===== src/rtl/adc_seq_pkg.sv =====
package adc_seq_pkg;
  localparam int CH_W   = 5;
  localparam int SMP_W  = 3;
  localparam int LEN_W  = 4;
  localparam int NUM_SLOT = 2 ** LEN_W;
  localparam int CNT_W  = 9;

  typedef enum logic [1:0] {
    ST_IDLE   = 2'd0,
    ST_SAMPLE = 2'd1,
    ST_CONV   = 2'd2
  } seq_state_t;

  function automatic logic [CNT_W-1:0] smp_ticks(input logic [SMP_W-1:0] code);
    logic [CNT_W-1:0] t;
    case (code)
      3'd0: t = 9'd3;
      3'd1: t = 9'd15;
      3'd2: t = 9'd28;
      3'd3: t = 9'd56;
      3'd4: t = 9'd84;
      3'd5: t = 9'd112;
      3'd6: t = 9'd144;
      default: t = 9'd480;
    endcase
    return t;
  endfunction

  function automatic logic [CNT_W-1:0] conv_ticks(input logic [1:0] res);
    return 9'd15 - {6'd0, res, 1'b0};
  endfunction
endpackage


===== src/rtl/adc_clk_div.sv =====
module adc_clk_div #(
  parameter int DIV_W = 2
) (
  input  logic             clk,
  input  logic             rst_n,
  input  logic             clr,
  input  logic [DIV_W-1:0] div_sel,
  output logic             tick
);
  localparam int MAX_P = 2 * (2 ** DIV_W);
  localparam int PC_W  = $clog2(MAX_P);

  logic [PC_W-1:0] pc_q, pc_n;
  logic [PC_W-1:0] last_pc;

  assign last_pc = PC_W'({div_sel, 1'b1});
  assign tick    = !clr && (pc_q == last_pc);

  always_comb begin
    if (clr || pc_q >= last_pc) pc_n = '0;
    else                        pc_n = pc_q + 1'b1;
  end

  always_ff @(posedge clk or negedge rst_n) begin
    if (!rst_n) pc_q <= '0;
    else        pc_q <= pc_n;
  end

  assert_tick_gap_R1: assert property (@(posedge clk) disable iff (!rst_n)
    tick |=> !tick);
endmodule


===== src/rtl/adc_start_ctrl.sv =====
module adc_start_ctrl (
  input  logic       clk,
  input  logic       rst_n,
  input  logic       cfg_enable,
  input  logic [1:0] trig_mode,
  input  logic       sw_start,
  input  logic       ext_trig,
  input  logic       busy,
  output logic       start
);
  logic sync1_q, sync2_q, prev_q;
  logic rise, fall, trig_hit;

  always_ff @(posedge clk or negedge rst_n) begin
    if (!rst_n) begin
      sync1_q <= 1'b0;
      sync2_q <= 1'b0;
      prev_q  <= 1'b0;
    end else begin
      sync1_q <= ext_trig;
      sync2_q <= sync1_q;
      prev_q  <= sync2_q;
    end
  end

  assign rise = sync2_q && !prev_q;
  assign fall = !sync2_q && prev_q;

  always_comb begin
    case (trig_mode)
      2'd1:    trig_hit = rise;
      2'd2:    trig_hit = fall;
      2'd3:    trig_hit = rise || fall;
      default: trig_hit = 1'b0;
    endcase
  end

  assign start = cfg_enable && !busy && (sw_start || trig_hit);

  assert_start_enabled_R5: assert property (@(posedge clk) disable iff (!rst_n)
    start |-> cfg_enable);
  assert_no_start_busy_R10: assert property (@(posedge clk) disable iff (!rst_n)
    start |-> !busy);
endmodule


===== src/rtl/adc_result_fmt.sv =====
module adc_result_fmt #(
  parameter int RES_W  = 12,
  parameter int DATA_W = 16
) (
  input  logic              clk,
  input  logic              rst_n,
  input  logic [1:0]        res,
  input  logic              align,
  input  logic [RES_W-1:0]  raw,
  output logic [DATA_W-1:0] fmt
);
  localparam int PAD = DATA_W - RES_W;

  logic [4:0]        shift;
  logic [DATA_W-1:0] trimmed;
  logic [DATA_W-1:0] left;

  assign shift   = {2'd0, res, 1'b0};
  assign trimmed = DATA_W'(raw >> shift);
  assign left    = (trimmed << shift) << PAD;
  assign fmt     = align ? left : trimmed;

  assert_right_zero_R8: assert property (@(posedge clk) disable iff (!rst_n)
    !align |-> ((fmt >> (5'(RES_W) - shift)) == '0));
  assert_left_low_R8: assert property (@(posedge clk) disable iff (!rst_n)
    align |-> ((fmt & ((DATA_W'(1) << (shift + 5'(PAD))) - 1'b1)) == '0));
endmodule


===== src/rtl/adc_seq_ctrl.sv =====
module adc_seq_ctrl
  import adc_seq_pkg::*;
#(
  parameter int NUM_CH = 19,
  parameter int RES_W  = 12,
  parameter int DATA_W = 16
) (
  input  logic                       clk,
  input  logic                       rst_n,
  input  logic                       cfg_enable,
  input  logic [1:0]                 cfg_clk_div,
  input  logic [1:0]                 cfg_res,
  input  logic                       cfg_align,
  input  logic                       cfg_cont,
  input  logic                       cfg_scan,
  input  logic [1:0]                 cfg_trig_mode,
  input  logic [LEN_W-1:0]           cfg_seq_len,
  input  logic [NUM_SLOT*CH_W-1:0]   cfg_slots,
  input  logic [NUM_CH*SMP_W-1:0]    cfg_smp_codes,
  input  logic                       sw_start,
  input  logic                       ext_trig,
  input  logic                       flag_wr,
  input  logic                       flag_wdata,
  input  logic                       data_rd,
  input  logic [RES_W-1:0]           ana_result,
  output logic [CH_W-1:0]            ana_sel,
  output logic                       ana_sample,
  output logic                       ana_convert,
  output logic [DATA_W-1:0]          data_out,
  output logic                       eoc,
  output logic                       res_strobe,
  output logic                       busy
);
  // reset: asserted asynchronously, released on a clock edge
  logic [1:0] rst_sync_q;
  logic       rst_i_n;

  always_ff @(posedge clk or negedge rst_n) begin
    if (!rst_n) rst_sync_q <= 2'b00;
    else        rst_sync_q <= {rst_sync_q[0], 1'b1};
  end
  assign rst_i_n = rst_sync_q[1];

  // configuration unpacking
  logic [CH_W-1:0]  slot_ch  [NUM_SLOT];
  logic [SMP_W-1:0] smp_code [NUM_CH];

  for (genvar gs = 0; gs < NUM_SLOT; gs++) begin : g_slot
    assign slot_ch[gs] = cfg_slots[gs*CH_W +: CH_W];
  end
  for (genvar gc = 0; gc < NUM_CH; gc++) begin : g_chan
    assign smp_code[gc] = cfg_smp_codes[gc*SMP_W +: SMP_W];
  end

  // state
  seq_state_t        state_q, state_n;
  logic [LEN_W-1:0]  slot_q, slot_n;
  logic [CNT_W-1:0]  cnt_q, cnt_n;
  logic [DATA_W-1:0] data_q;
  logic              eoc_q, eoc_n;
  logic              strobe_q;

  logic              start, tick, div_clr, done;
  logic [CH_W-1:0]   cur_ch;
  logic [SMP_W-1:0]  cur_code;
  logic [CNT_W-1:0]  smp_len, conv_len;
  logic [LEN_W-1:0]  last_slot;
  logic [DATA_W-1:0] fmt;

  assign busy      = (state_q != ST_IDLE);
  assign cur_ch    = slot_ch[slot_q];
  assign last_slot = cfg_scan ? cfg_seq_len : '0;
  assign smp_len   = smp_ticks(cur_code);
  assign conv_len  = conv_ticks(cfg_res);

  always_comb begin
    cur_code = '0;
    for (int i = 0; i < NUM_CH; i++) begin
      if (cur_ch == CH_W'(i)) cur_code = smp_code[i];
    end
  end

  adc_clk_div #(.DIV_W(2)) u_div (
    .clk     (clk),
    .rst_n   (rst_i_n),
    .clr     (div_clr),
    .div_sel (cfg_clk_div),
    .tick    (tick)
  );

  adc_start_ctrl u_start (
    .clk        (clk),
    .rst_n      (rst_i_n),
    .cfg_enable (cfg_enable),
    .trig_mode  (cfg_trig_mode),
    .sw_start   (sw_start),
    .ext_trig   (ext_trig),
    .busy       (busy),
    .start      (start)
  );

  adc_result_fmt #(.RES_W(RES_W), .DATA_W(DATA_W)) u_fmt (
    .clk   (clk),
    .rst_n (rst_i_n),
    .res   (cfg_res),
    .align (cfg_align),
    .raw   (ana_result),
    .fmt   (fmt)
  );

  // sequencing next-state
  always_comb begin
    state_n = state_q;
    slot_n  = slot_q;
    cnt_n   = cnt_q;
    done    = 1'b0;
    div_clr = 1'b0;
    if (!cfg_enable) begin
      state_n = ST_IDLE;
      slot_n  = '0;
      cnt_n   = '0;
    end else begin
      case (state_q)
        ST_IDLE: begin
          if (start) begin
            state_n = ST_SAMPLE;
            slot_n  = '0;
            cnt_n   = '0;
            div_clr = 1'b1;
          end
        end
        ST_SAMPLE: begin
          if (tick) begin
            if (cnt_q >= smp_len - 1'b1) begin
              state_n = ST_CONV;
              cnt_n   = '0;
            end else begin
              cnt_n = cnt_q + 1'b1;
            end
          end
        end
        ST_CONV: begin
          if (tick) begin
            if (cnt_q >= conv_len - 1'b1) begin
              done  = 1'b1;
              cnt_n = '0;
              if (slot_q >= last_slot) begin
                slot_n  = '0;
                state_n = cfg_cont ? ST_SAMPLE : ST_IDLE;
              end else begin
                slot_n  = slot_q + 1'b1;
                state_n = ST_SAMPLE;
              end
            end else begin
              cnt_n = cnt_q + 1'b1;
            end
          end
        end
        default: state_n = ST_IDLE;
      endcase
    end
  end

  // flag next-state: a new result wins over a clear in the same cycle
  always_comb begin
    if (done)                              eoc_n = 1'b1;
    else if (data_rd || (flag_wr && !flag_wdata)) eoc_n = 1'b0;
    else                                   eoc_n = eoc_q;
  end

  // registers
  always_ff @(posedge clk or negedge rst_i_n) begin
    if (!rst_i_n) begin
      state_q  <= ST_IDLE;
      slot_q   <= '0;
      cnt_q    <= '0;
      eoc_q    <= 1'b0;
      strobe_q <= 1'b0;
    end else begin
      state_q  <= state_n;
      slot_q   <= slot_n;
      cnt_q    <= cnt_n;
      eoc_q    <= eoc_n;
      strobe_q <= done;
    end
  end

  always_ff @(posedge clk or negedge rst_i_n) begin
    if (!rst_i_n)  data_q <= '0;
    else if (done) data_q <= fmt;
  end

  assign ana_sel     = cur_ch;
  assign ana_sample  = (state_q == ST_SAMPLE);
  assign ana_convert = (state_q == ST_CONV);
  assign data_out    = data_q;
  assign eoc         = eoc_q;
  assign res_strobe  = strobe_q;

  assert_eoc_with_data_R9: assert property (@(posedge clk) disable iff (!rst_i_n)
    $rose(eoc_q) |-> strobe_q);
  assert_done_after_conv_R2: assert property (@(posedge clk) disable iff (!rst_i_n)
    strobe_q |-> $past(ana_convert));
  assert_sel_hold_R12: assert property (@(posedge clk) disable iff (!rst_i_n)
    (ana_sample && $past(ana_sample)) |-> $stable(ana_sel));
  assert_phase_excl_R12: assert property (@(posedge clk) disable iff (!rst_i_n)
    $onehot0({ana_sample, ana_convert}));
  assert_idle_when_off_R5: assert property (@(posedge clk) disable iff (!rst_i_n)
    !cfg_enable |=> !busy);
endmodule


===== config.mk =====
export PLATFORM = sky130hd
export DESIGN_NAME = adc_seq_ctrl
export DESIGN_NICKNAME = d
export VERILOG_FILES = /design/src/rtl/adc_seq_pkg.sv /design/src/rtl/adc_clk_div.sv /design/src/rtl/adc_start_ctrl.sv /design/src/rtl/adc_result_fmt.sv /design/src/rtl/adc_seq_ctrl.sv
export SDC_FILE = /design/constraint.sdc
export NUM_CORES = 1
export LEC_CHECK = 0
export BUFFER_PORTS_ARGS = -buffer_cell sky130_fd_sc_hd__buf_2
export CAP_MARGIN = 40
export CORE_MARGIN = 4
export CORE_UTILIZATION = 53
export CTS_BUF_LIST = sky130_fd_sc_hd__clkbuf_2
export CTS_CLUSTER_DIAMETER = 200
export CTS_CLUSTER_SIZE = 40
export DETAILED_ROUTE_END_ITERATION = 7
export GPL_ROUTABILITY_DRIVEN = 0
export PLACE_DENSITY = 0.87
export SYNTH_ARGS = -nofsm -noshare
export SYNTH_HDL_FRONTEND = slang
export SYNTH_SLANG_ARGS = --single-unit

===== constraint.sdc =====
create_clock -name clk -period 5.74 [get_ports clk]
set_input_delay 1.722 -clock clk [delete_from_list [all_inputs] [get_ports clk]]
set_output_delay 1.722 -clock clk [all_outputs]
set_load 0.05 [all_outputs]

# Word-level counts from Yosys, hierarchy flattened
# Index checks and enable logic that the tools add are counted.
[word_totals]
ff_bits = 41
latchBits = 0
ramBits = 0
mem_bits_ro = 0
inputBits = 170
output_inout_bits = 26
wordCells = 143
n_memories = 0
[classes]
n_addsub = 6
mul = 0
div = 0
order_cmp = 5
n_eq_ne = 37
n_shift = 2
mux = 58
n_bitwise = 1
reduce_logical = 23
[op_table]
columns = ["cell", "n"]
rows = [
  ["9-bit case mux with 7 select lines", 1],
  ["3-bit 2-to-1 mux", 20],
  ["9-bit 2-to-1 mux", 6],
  ["5-bit by 4-bit == test with 1-bit output (second input constant)", 8],
  ["9-bit case mux with 3 select lines", 1],
  ["4-bit 2-to-1 mux", 6],
  ["5-bit binary-select mux with 4-bit select", 1],
  ["5-bit by 3-bit == test with 1-bit output (second input constant)", 4],
  ["9-bit >= comparator", 2],
  ["16-bit 2-to-1 mux", 1],
  ["16-bit by 3-bit left shift with 12-bit output", 1],
  ["12-bit by 3-bit >> shifter with 16-bit output", 1],
  ["5-bit == test (second input constant)", 3],
  ["2-bit 2-to-1 mux", 6],
  ["3-bit by 2-bit != test with 1-bit output (second input constant)", 4],
  ["1-bit 2-to-1 mux", 11],
  ["5-bit by 2-bit == test with 1-bit output (second input constant)", 2],
  ["5-bit 2-to-1 mux", 2],
  ["9-bit by 1-bit adder with 9-bit output (second input constant)", 1],
  ["3-bit == test (second input constant)", 3],
  ["9-bit by 1-bit subtractor with 9-bit output (second input constant)", 1],
  ["4-bit case mux with 2 select lines", 1],
  ["4-bit AND reduction", 2],
  ["2-bit == test (second input constant)", 3],
  ["26 further kinds", 41],
]

# Longest topological paths before layout
# Gate-level depths: netlist of the first run.
[depth]
ltp_word = 32
mapped_depth = 26
ltp_nobuf = 22

# Modules after synthesis
# Synthesis of the first run repeated with hierarchy kept, for this count alone.
[hier_totals]
cells_unflattened = 453
hier_area_um2 = 4237.8
[modules_own_cells]
columns = ["module", "instances", "cells_per_inst", "area_each_um2"]
rows = [
  ["adc_seq_ctrl", 1, 372, 3534.6],
  ["adc_result_fmt", 1, 53, 379.1],
  ["adc_clk_div", 1, 15, 173.9],
  ["adc_start_ctrl", 1, 13, 150.1],
]

# Worst setup path before layout of the first run
# No wires, ideal clock.
[synth_timing]
kind = "input to register"
from = "in cfg_slots[75]"
to = "reg cnt_q[0]"
setup_ns = 0.065
arrival_ns = 6.647
required_ns = 5.675
slack_ns = -0.973
stages = 23
n_path_buf = 1
cell_sequence = "mux4_2 -> a2bb2oi_1 -> a22oi_4 -> inv_4 -> clkbuf_1 -> o21a_1 -> a21oi_1 -> o22ai_1 -> a31oi_1 -> o211ai_1 -> xnor2_1 -> a22oi_1 -> ha_1 -> ha_1 -> a31o_2 -> a21o_1 -> a21o_1 -> a21o_1 -> a21o_1 -> a21o_1 -> a31o_2 -> nor2_1 -> mux2_2"
[synth_via]
elab_chain_len = 31
[synth_rtl]
columns = ["item", "line", "source"]
rows = [
  ["from (decl)", "adc_seq_ctrl.sv:18", "input logic [NUM_SLOT*CH_W-1:0] cfg_slots,"],
  ["5-bit binary-select mux with 4-bit select *", "adc_seq_ctrl.sv:71", "assign cur_ch = slot_ch[slot_q];"],
  ["5-bit 2-to-1 mux (not written as such) * (2 in series)", "adc_seq_ctrl.sv:71", ""],
  ["via ana_sel[0]", "adc_seq_ctrl.sv:26", "output logic [CH_W-1:0] ana_sel,"],
  ["5-bit zero test", "adc_seq_ctrl.sv:79", "if (cur_ch == CH_W'(i)) cur_code = smp_code[i];"],
  ["3-bit 2-to-1 mux (18 in series)", "adc_seq_ctrl.sv:79", ""],
  ["3-bit 2-to-1 mux *", "adc_seq_ctrl.sv:79", ""],
  ["3-bit == test, or another cell as far along", "adc_seq_pkg.sv:16", "case (code)"],
  ["9-bit case mux with 7 select lines *", "adc_seq_pkg.sv:16", ""],
  ["9-bit by 1-bit subtractor with 9-bit output *", "adc_seq_ctrl.sv:134", "if (cnt_q >= smp_len - 1'b1) begin"],
  ["9-bit >= comparator *", "adc_seq_ctrl.sv:134", ""],
  ["9-bit 2-to-1 mux *", "adc_seq_ctrl.sv:134", ""],
  ["9-bit 2-to-1 mux *", "adc_seq_ctrl.sv:133", "if (tick) begin"],
  ["9-bit case mux with 3 select lines *", "adc_seq_ctrl.sv:123", "case (state_q)"],
  ["9-bit 2-to-1 mux *", "adc_seq_ctrl.sv:118", "if (!cfg_enable) begin"],
  ["to (signal assigned)", "adc_seq_ctrl.sv:182", "cnt_q <= cnt_n;"],
  ["to (decl)", "adc_seq_ctrl.sv:58", "logic [CNT_W-1:0] cnt_q, cnt_n;"],
]
# Mark *: on every way through the listed nets, which the timed path passes. The rest lies on a longest branch. The select of a mux whose other input is x is not followed.
# A chain may end at the register's enable or synchronous reset.

# Final worst setup path of the first run
[layout_timing]
from = "in cfg_slots[75]"
to = "reg cnt_q[3]"
[layout_via]
elab_chain_len = 31
[layout_rtl]
columns = ["item", "line"]
rows = [
  ["5-bit binary-select mux with 4-bit select *", "adc_seq_ctrl.sv:71"],
  ["5-bit 2-to-1 mux (not written as such) * (2 in series)", "adc_seq_ctrl.sv:71"],
  ["5-bit zero test", "adc_seq_ctrl.sv:79"],
  ["3-bit 2-to-1 mux (18 in series)", "adc_seq_ctrl.sv:79"],
  ["3-bit 2-to-1 mux *", "adc_seq_ctrl.sv:79"],
  ["3-bit == test, or another cell as far along", "adc_seq_pkg.sv:16"],
  ["9-bit case mux with 7 select lines *", "adc_seq_pkg.sv:16"],
  ["9-bit by 1-bit subtractor with 9-bit output *", "adc_seq_ctrl.sv:134"],
  ["9-bit >= comparator *", "adc_seq_ctrl.sv:134"],
  ["9-bit 2-to-1 mux *", "adc_seq_ctrl.sv:134"],
  ["9-bit 2-to-1 mux *", "adc_seq_ctrl.sv:133"],
  ["9-bit case mux with 3 select lines *", "adc_seq_ctrl.sv:123"],
  ["9-bit 2-to-1 mux *", "adc_seq_ctrl.sv:118"],
]
# Mark *: on every way between the ends. The rest lies on a longest branch, timed or not. The select of a mux whose other input is x is not followed.

==> flow_summary_export.csv, run 1 <==
group,metric,value,unit
clock_network,cts.sinks,41,
layout,nNetsFinal,940,
synthesis,ys_ff_latch,41,
floorplanning,core_area,0.00777,mm^2
synthesis,synth_area,0.00425,mm^2
placed_design,dp.cells,830,
critical_path,cp_data_arrival_time,6.43,ns
synthesis,ys.flop_type,"dfrtp_1",
power_and_ir_drop,leakage,2.94,nW
grt,grtUsageTotal,0.307,
route,wire_per_inst,17.8,um
layout,insertedDiodeCount,0,
floorplanning,row_count,32,
run,cap_viol_max_count,0,
grt,grt_overflow,0,
layout,finalNonFillerCells,845,
layout,utilization,0.759,
route,finalWirelength,15000,um
power_and_ir_drop,power_density,230,mW/mm^2
floorplanning,start_util,0.547,
layout,drive_gt1_frac,0.421,
clock_network,clk_path_buf_depth,2,
sta,rsz0062_at_grt,"yes",
sta,drv_slew,0,
critical_path,cp_slowest_cell,"mux4_2",
critical_path,cp.buffers_inverters,5,
floorplanning,die_w,97.6,um
placed_design,pre_cts_ws,-0.765,ns
route,post-route-drc-count,0,
clock_network,cts_tree,"done",
sta,final.setup.worst_slack,-0.324,ns
layout,fillers,557,
sta,slew_headroom,0.367,
grt,grt_pass1_wl,24500,um
clock_network,cts_inserted_buffers,5,
critical_path,critPathTopFamily,"compound AO/OA/AOI/OAI gates",
synthesis,postSynthCellCount,509,
floorplanning,dieHeight,97.6,um
route,dr.pass1.iters,6,
synthesis,syn-num-nets,707,
critical_path,r2r-end,"cnt_q[3]$_DFFE_PN0P_",
placed_design,post_dp_cell_area,0.00568,mm^2
synthesis,syn_area_per_cell,8.35,um^2
sta,fin_crit,6.06,ns
critical_path,crit_top_cell,"a21o_1",
synthesis,yosys_warnings,0,
critical_path,cp.required,6.11,ns
critical_path,ff2ff_setup_slack,0.16,ns
critical_path,reg2reg_from,"slot_q[2]$_DFFE_PN0P_",
route,drt_iter0_drc,463,
route,avgViaCountPerCell,6.02,
power_and_ir_drop,peakVddDrop,0.000144,V
sta,holdWs,0.292,ns
critical_path,worst-setup-path-type,"in -> reg",
sta,setup_viol,11,
floorplanning,die_area,0.00952,mm^2
sta,hold_viol,0,
power_and_ir_drop,p_total,1.35,mW
outcome,failed_checks,"negative setup slack",
route,ant_nets,0,
sta,setup_tns,-2.81,ns
placed_design,dp_hpwl,12000,um
placed_design,io_buffer_count,195,
grt,grt_pass1_vias,5139,
critical_path,reg2reg_depth,23,
route,route.vias.total,5089,
layout,syn_to_final_growth,38.6,%
clock_network,clk_latency,0.41,ns
sta,fmax,165,MHz
critical_path,crit_path_end_kind,"flip-flop",
synthesis,synth_edf_count,0,
outcome,outcome,"finished with violations",
grt,antenna_found_initial,0,
synthesis,seq_area_frac_synth,0.241,
clock_network,clk_pin_slew,0.21,ns
grt,grt_start_max_net_pins,40,
sta,period_share,1.06,
critical_path,start_kind,"input port",
critical_path,worst-path-max-fanout,11,
worst_hold_path,min_path_type,"reg -> async",
synthesis,async_reset_ff_frac,1.00,
synthesis,synth.distinct_cells,73,
layout,post-route-cell-area,0.00589,mm^2
floorplanning,pin_count,196,
clock_network,cts_max_level,2,
sta,fin_skew,0.0147,ns
sta,worst_pin_slew,0.935,ns
clock_network,cts-root-buf,"clkbuf_2",
critical_path,max_stage_delay,0.47,ns
layer usage:
layer	global-route usage	up-vias	wire (um)
li1	-	2372	-
met1	0.348	2375	5530
met2	0.580	294	7870
met3	0.0632	48	1310
met4	0.0809	0	323
met5	0	-	0
final cells by class:
| type | instances | area [um^2] | area share |
|---|---|---|---|
| Clock buffer | 6 | 30.0 | 0.00510 |
| Clock inverter | 2 | 33.8 | 0.00573 |
| Inverter | 24 | 92.6 | 0.0157 |
| Multi-Input combinational cell | 415 | 3090 | 0.525 |
| Sequential cell | 41 | 1030 | 0.174 |
| Tap cell | 102 | 128 | 0.0217 |
| Timing Repair Buffer | 255 | 1490 | 0.252 |
worst max path at each step:
stage | from | end | slack [ns] | cells after the start
CTS | cfg_slots[77] | cnt_q[3]$_DFFE_PN0P_ | -0.21 | 24
global placement | cfg_slots[72] | cnt_q[0]$_DFFE_PN0P_ | -0.61 | 23
detailed placement | cfg_slots[72] | cnt_q[0]$_DFFE_PN0P_ | -0.77 | 23
finish | cfg_slots[75] | cnt_q[3]$_DFFE_PN0P_ | -0.32 | 26
floorplan | cfg_slots[75] | cnt_q[0]$_DFFE_PN0P_ | -0.34 | 23
global route | cfg_slots[75] | cnt_q[7]$_DFFE_PN0P_ | -0.43 | 23
layout by cell type (no fill, tap or decap), types with 9 or more instances in the layout:
cell type,netlist,layout
a21o_1,9,9
a21oi_1,21,19
a22oi_1,12,11
buf_2,3,190
buf_4,2,57
dfrtp_1,41,40
ha_1,28,25
inv_1,22,20
mux2i_1,30,30
mux4_2,10,10
nand2_1,70,70
nand2b_1,10,10
nand3_1,19,19
nor2_1,27,25
nor2b_1,12,12
o21ai_0,39,33
flip-flops by register name, indices dropped and copies added, names as in the netlist:
register and flops:
data_out 16, u_start.sync2_q 1, res_strobe 1, slot_q 4, u_start.sync1_q 1, cnt_q 9, state_q 2, u_div.pc_q 3
u_start.prev_q 1, eoc 1, rst_sync_q 2
cell usage after synthesis, drive strengths merged, types with 3 or more instances:
master,n,area share
o21a,4,0.0071
nor3,6,0.0071
a22o,8,0.016
nand2,71,0.063
and2,5,0.0074
a22oi,13,0.026
o22ai,3,0.0044
mux2i,30,0.071
a21oi,22,0.027
nand3,19,0.022
xnor2,3,0.0062
nand4,6,0.0088
o311ai,3,0.0062
a211oi,5,0.0088
nor2b,12,0.018
clkbuf,18,0.016
a2bb2oi,3,0.0062
o21ai,41,0.049
and3,8,0.012
nand3b,3,0.0053
nor2,29,0.028
a21o,9,0.016
a21boi,3,0.0053
mux4,10,0.053
o31ai,5,0.0088
a31oi,8,0.012
mux2,6,0.016
o2bb2ai,3,0.0062
nand2b,10,0.015
ha,28,0.082
buf,12,0.025
inv,24,0.022
dfrtp,41,0.24
cells by family after synthesis:
family,synth area share
and+or+nand+nor,0.197
AOI/OAI and AO/OA,0.268
buffers and inverters,0.0624
muxes,0.139
DFF,0.241
adders and majority gates,0.0824
xor gates and xnor gates,0.00824
other,0.000882
power by group:
| part | internal, mW | leakage (nW) | switching (mW) |
|---|---|---|---|
| clock network | 0.0742 | 0.0406 | 0.0965 |
| registers | 0.309 | 0.554 | 0.0223 |
| logic | 0.378 | 2.34 | 0.472 |
worst reg2reg max path, cell delays in order (launching register included):
cell	delay [ns]
dfrtp_1	0.78
nor2b_1	0.45
a22oi_1	0.21
a21oi_2	0.23
a2bb2oi_1	0.37
nand2_2	0.17
or4_1	0.42
a31oi_1	0.14
o211ai_1	0.11
buf_4	0.17
buf_4	0.14
nor2_2	0.14
a22oi_2	0.10
ha_4	0.30
ha_4	0.19
a31o_4	0.22
a21o_1	0.15
a21o_1	0.15
a21o_1	0.15
a21o_1	0.15
a21o_1	0.19
a31o_4	0.26
nor2_4	0.20
a22o_1	0.18
timing repair:
item                                    CTS  global route
setup buffers                             4             2
hold buffers                              0             0
gates resized for setup                  16             7
pin swaps                                12             6
endpoints found under the setup margin   11            11
gates cloned                              1             0
No activity file was read; power rests on OpenSTA's default activity.
==> run 2: changes to the inputs <==
==> constraint.sdc (replaced) <==
create_clock -name clk -period 5.74 [get_ports clk]
set_input_delay 0.574 -clock clk [delete_from_list [all_inputs] [get_ports clk]]
set_output_delay 0.574 -clock clk [all_outputs]
set_load 0.05 [all_outputs]
==> flow_summary_export.csv, run 2 (synthesis results as in run 1) <==
group,metric,value,unit
outcome,outcome,"completed",
route,drt_iter0_drc,317,
sta,drv_slew,0,
layout,largest_reg_flops,16,
grt,grt_pass1_vias,4785,
layout,final_cell_mix,"buf_2, nand2_1, dfrtp_1, o21ai_0, buf_4",
floorplanning,start_util,0.547,
placed_design,dp_hpwl,11300,um
grt,grtUsageTotal,0.281,
critical_path,crit_start,"slot_q[1]$_DFFE_PN0P_",
route,route.vias.total,5133,
layout,post-route-cell-area,0.00573,mm^2
clock_network,clk_latency,0.39,ns
run,cap_viol_max_count,0,
sta,fin_skew,0.0171,ns
clock_network,cts_max_level,2,
grt,grt_start_max_net_pins,40,
critical_path,worst-setup-path-type,"reg -> reg",
sta,fmax,181,MHz
power_and_ir_drop,p_total,1.22,mW
critical_path,ff2ff_setup_slack,0.21,ns
floorplanning,row_count,32,
route,ant_nets,0,
power_and_ir_drop,intPower,0.659,mW
route,wire_per_inst,18.4,um
clock_network,cts_tree,"done",
layout,final_common_cell,"buf_2",
layout,drive_gt1_frac,0.412,
clock_network,cts_inserted_buffers,5,
power_and_ir_drop,leakage,2.85,nW
clock_network,cts-root-buf,"clkbuf_2",
critical_path,cp_data_arrival_time,5.86,ns
grt,grt_overflow,0,
floorplanning,dieHeight,97.6,um
sta,final.setup.worst_slack,0.214,ns
grt,antenna_found_initial,1,
sta,period_share,0.963,
sta,fin_crit,5.53,ns
clock_network,clk_path_buf_depth,2,
power_and_ir_drop,comb_power_share,0.626,
critical_path,reg2reg_from,"slot_q[1]$_DFFE_PN0P_",
power_and_ir_drop,power_frac_clock,0.106,
route,avgViaCountPerCell,6.20,
critical_path,cp-endpoint,"cnt_q[6]$_DFFE_PN0P_",
floorplanning,die_area,0.00952,mm^2
sta,setup_viol,0,
sta,setup_tns,0,ns
power_and_ir_drop,power_frac_seq,0.269,
placed_design,pre_cts_ws,-0.159,ns
placed_design,post_dp_cell_area,0.00535,mm^2
floorplanning,die_w,97.6,um
floorplanning,core_area,0.00777,mm^2
floorplanning,pin_count,196,
layout,syn_to_final_growth,34.7,%
critical_path,crit_path_end_kind,"flip-flop",
worst_hold_path,min_path_type,"in -> reg",
critical_path,worst-path-max-fanout,17,
route,post-route-drc-count,0,
power_and_ir_drop,power_density,213,mW/mm^2
clock_network,clk_pin_slew,0.21,ns
power_and_ir_drop,power.switching,0.563,mW
critical_path,reg2reg_depth,23,
grt,grt_pass1_wl,22400,um
placed_design,io_buffer_count,195,
critical_path,r2r-end,"cnt_q[6]$_DFFE_PN0P_",
power_and_ir_drop,sw_frac_of_total,0.461,
route,dr.pass1.iters,6,
layout,nNetsFinal,922,
critical_path,start_kind,"flip-flop",
critical_path,cp.required,6.07,ns
clock_network,cts.sinks,41,
sta,worst_pin_slew,0.850,ns
sta,hold_viol,0,
sta,holdWs,0.270,ns
power_and_ir_drop,peakVddDrop,0.000112,V
route,finalWirelength,15200,um
sta,slew_headroom,0.424,
[run 2: per-layer routing]
| layer | share of wire | global-route usage |
|---|---|---|
| met2 | 0.50 | 0.510 |
| met3 | 0.095 | 0.0546 |
| met1 | 0.36 | 0.322 |
| met5 | 0 | 0 |
| met4 | 0.046 | 0.110 |
[run 2: layout make-up]
class | instances | area, um^2
flip-flops and latches | 41 | 1030
diodes | 1 | 2.50
well taps | 102 | 128
clock inverters | 1 | 8.76
inverters | 24 | 97.6
multi-input cells | 415 | 3100
clock buffers | 7 | 35.0
repair buffers | 237 | 1330
fillers | 590 | 2040
[run 2: metrics by stage]
stage,util,std cells
4_1_cts,0.698,806
5_1_grt,0.737,828
6_report,0.737,828
2_1_floorplan,-,509
3_3_place_gp,0.686,794
3_5_place_dp,0.688,795
[run 2: worst min path at each step]
stage / startpoint / to / slack (ns) / cells past startpoint
after floorplan: rst_n / rst_sync_q[0]$_DFF_PN0_ / 0.28 / 0
after global placement: rst_sync_q[1]$_DFF_PN0_ / slot_q[0]$_DFFE_PN0P_ / 0.31 / 1
after detailed placement: rst_sync_q[1]$_DFF_PN0_ / slot_q[3]$_DFFE_PN0P_ / 0.32 / 1
after CTS: ext_trig / u_start.sync1_q$_DFF_PN0_ / 0.24 / 1
after global routing: ext_trig / u_start.sync1_q$_DFF_PN0_ / 0.23 / 1
final: ext_trig / u_start.sync1_q$_DFF_PN0_ / 0.27 / 1
[run 2: what timing repair did]
action	CTS	global route
buffers inserted	2	20
pin swaps	0	24
endpoints found under the hold margin	2	0
resized for setup	4	40
hold buffers	1	0
cloned	0	1
setup endpoints to repair	7	11
[run 2: power groups by stage]
stage | sequential [mW] | clock [mW] | combinational [mW]
detailed placement | 0.334 | 0 | 0.662
global placement | 0.332 | 0 | 0.639
floorplan | 0.331 | 0 | 0.471
global route | 0.332 | 0.146 | 0.833
finish | 0.328 | 0.129 | 0.765
CTS | 0.328 | 0.135 | 0.668
[run 2: critical path, cell delays in order (launching register included)]
cell       delay (ns)
dfrtp_2          0.50
buf_6            0.13
mux4_2           0.51
a2bb2oi_4        0.17
a22oi_4          0.30
buf_6            0.23
mux2i_1          0.22
o21ai_0          0.09
and4_1           0.22
o21bai_1         0.17
o211ai_1         0.24
xnor2_1          0.22
a22oi_2          0.22
ha_1             0.27
ha_1             0.29
a31o_2           0.24
a21o_1           0.15
a21o_1           0.16
a21o_1           0.17
a21o_1           0.15
a21o_1           0.19
a31o_4           0.26
nor2_4           0.19
a22o_1           0.16
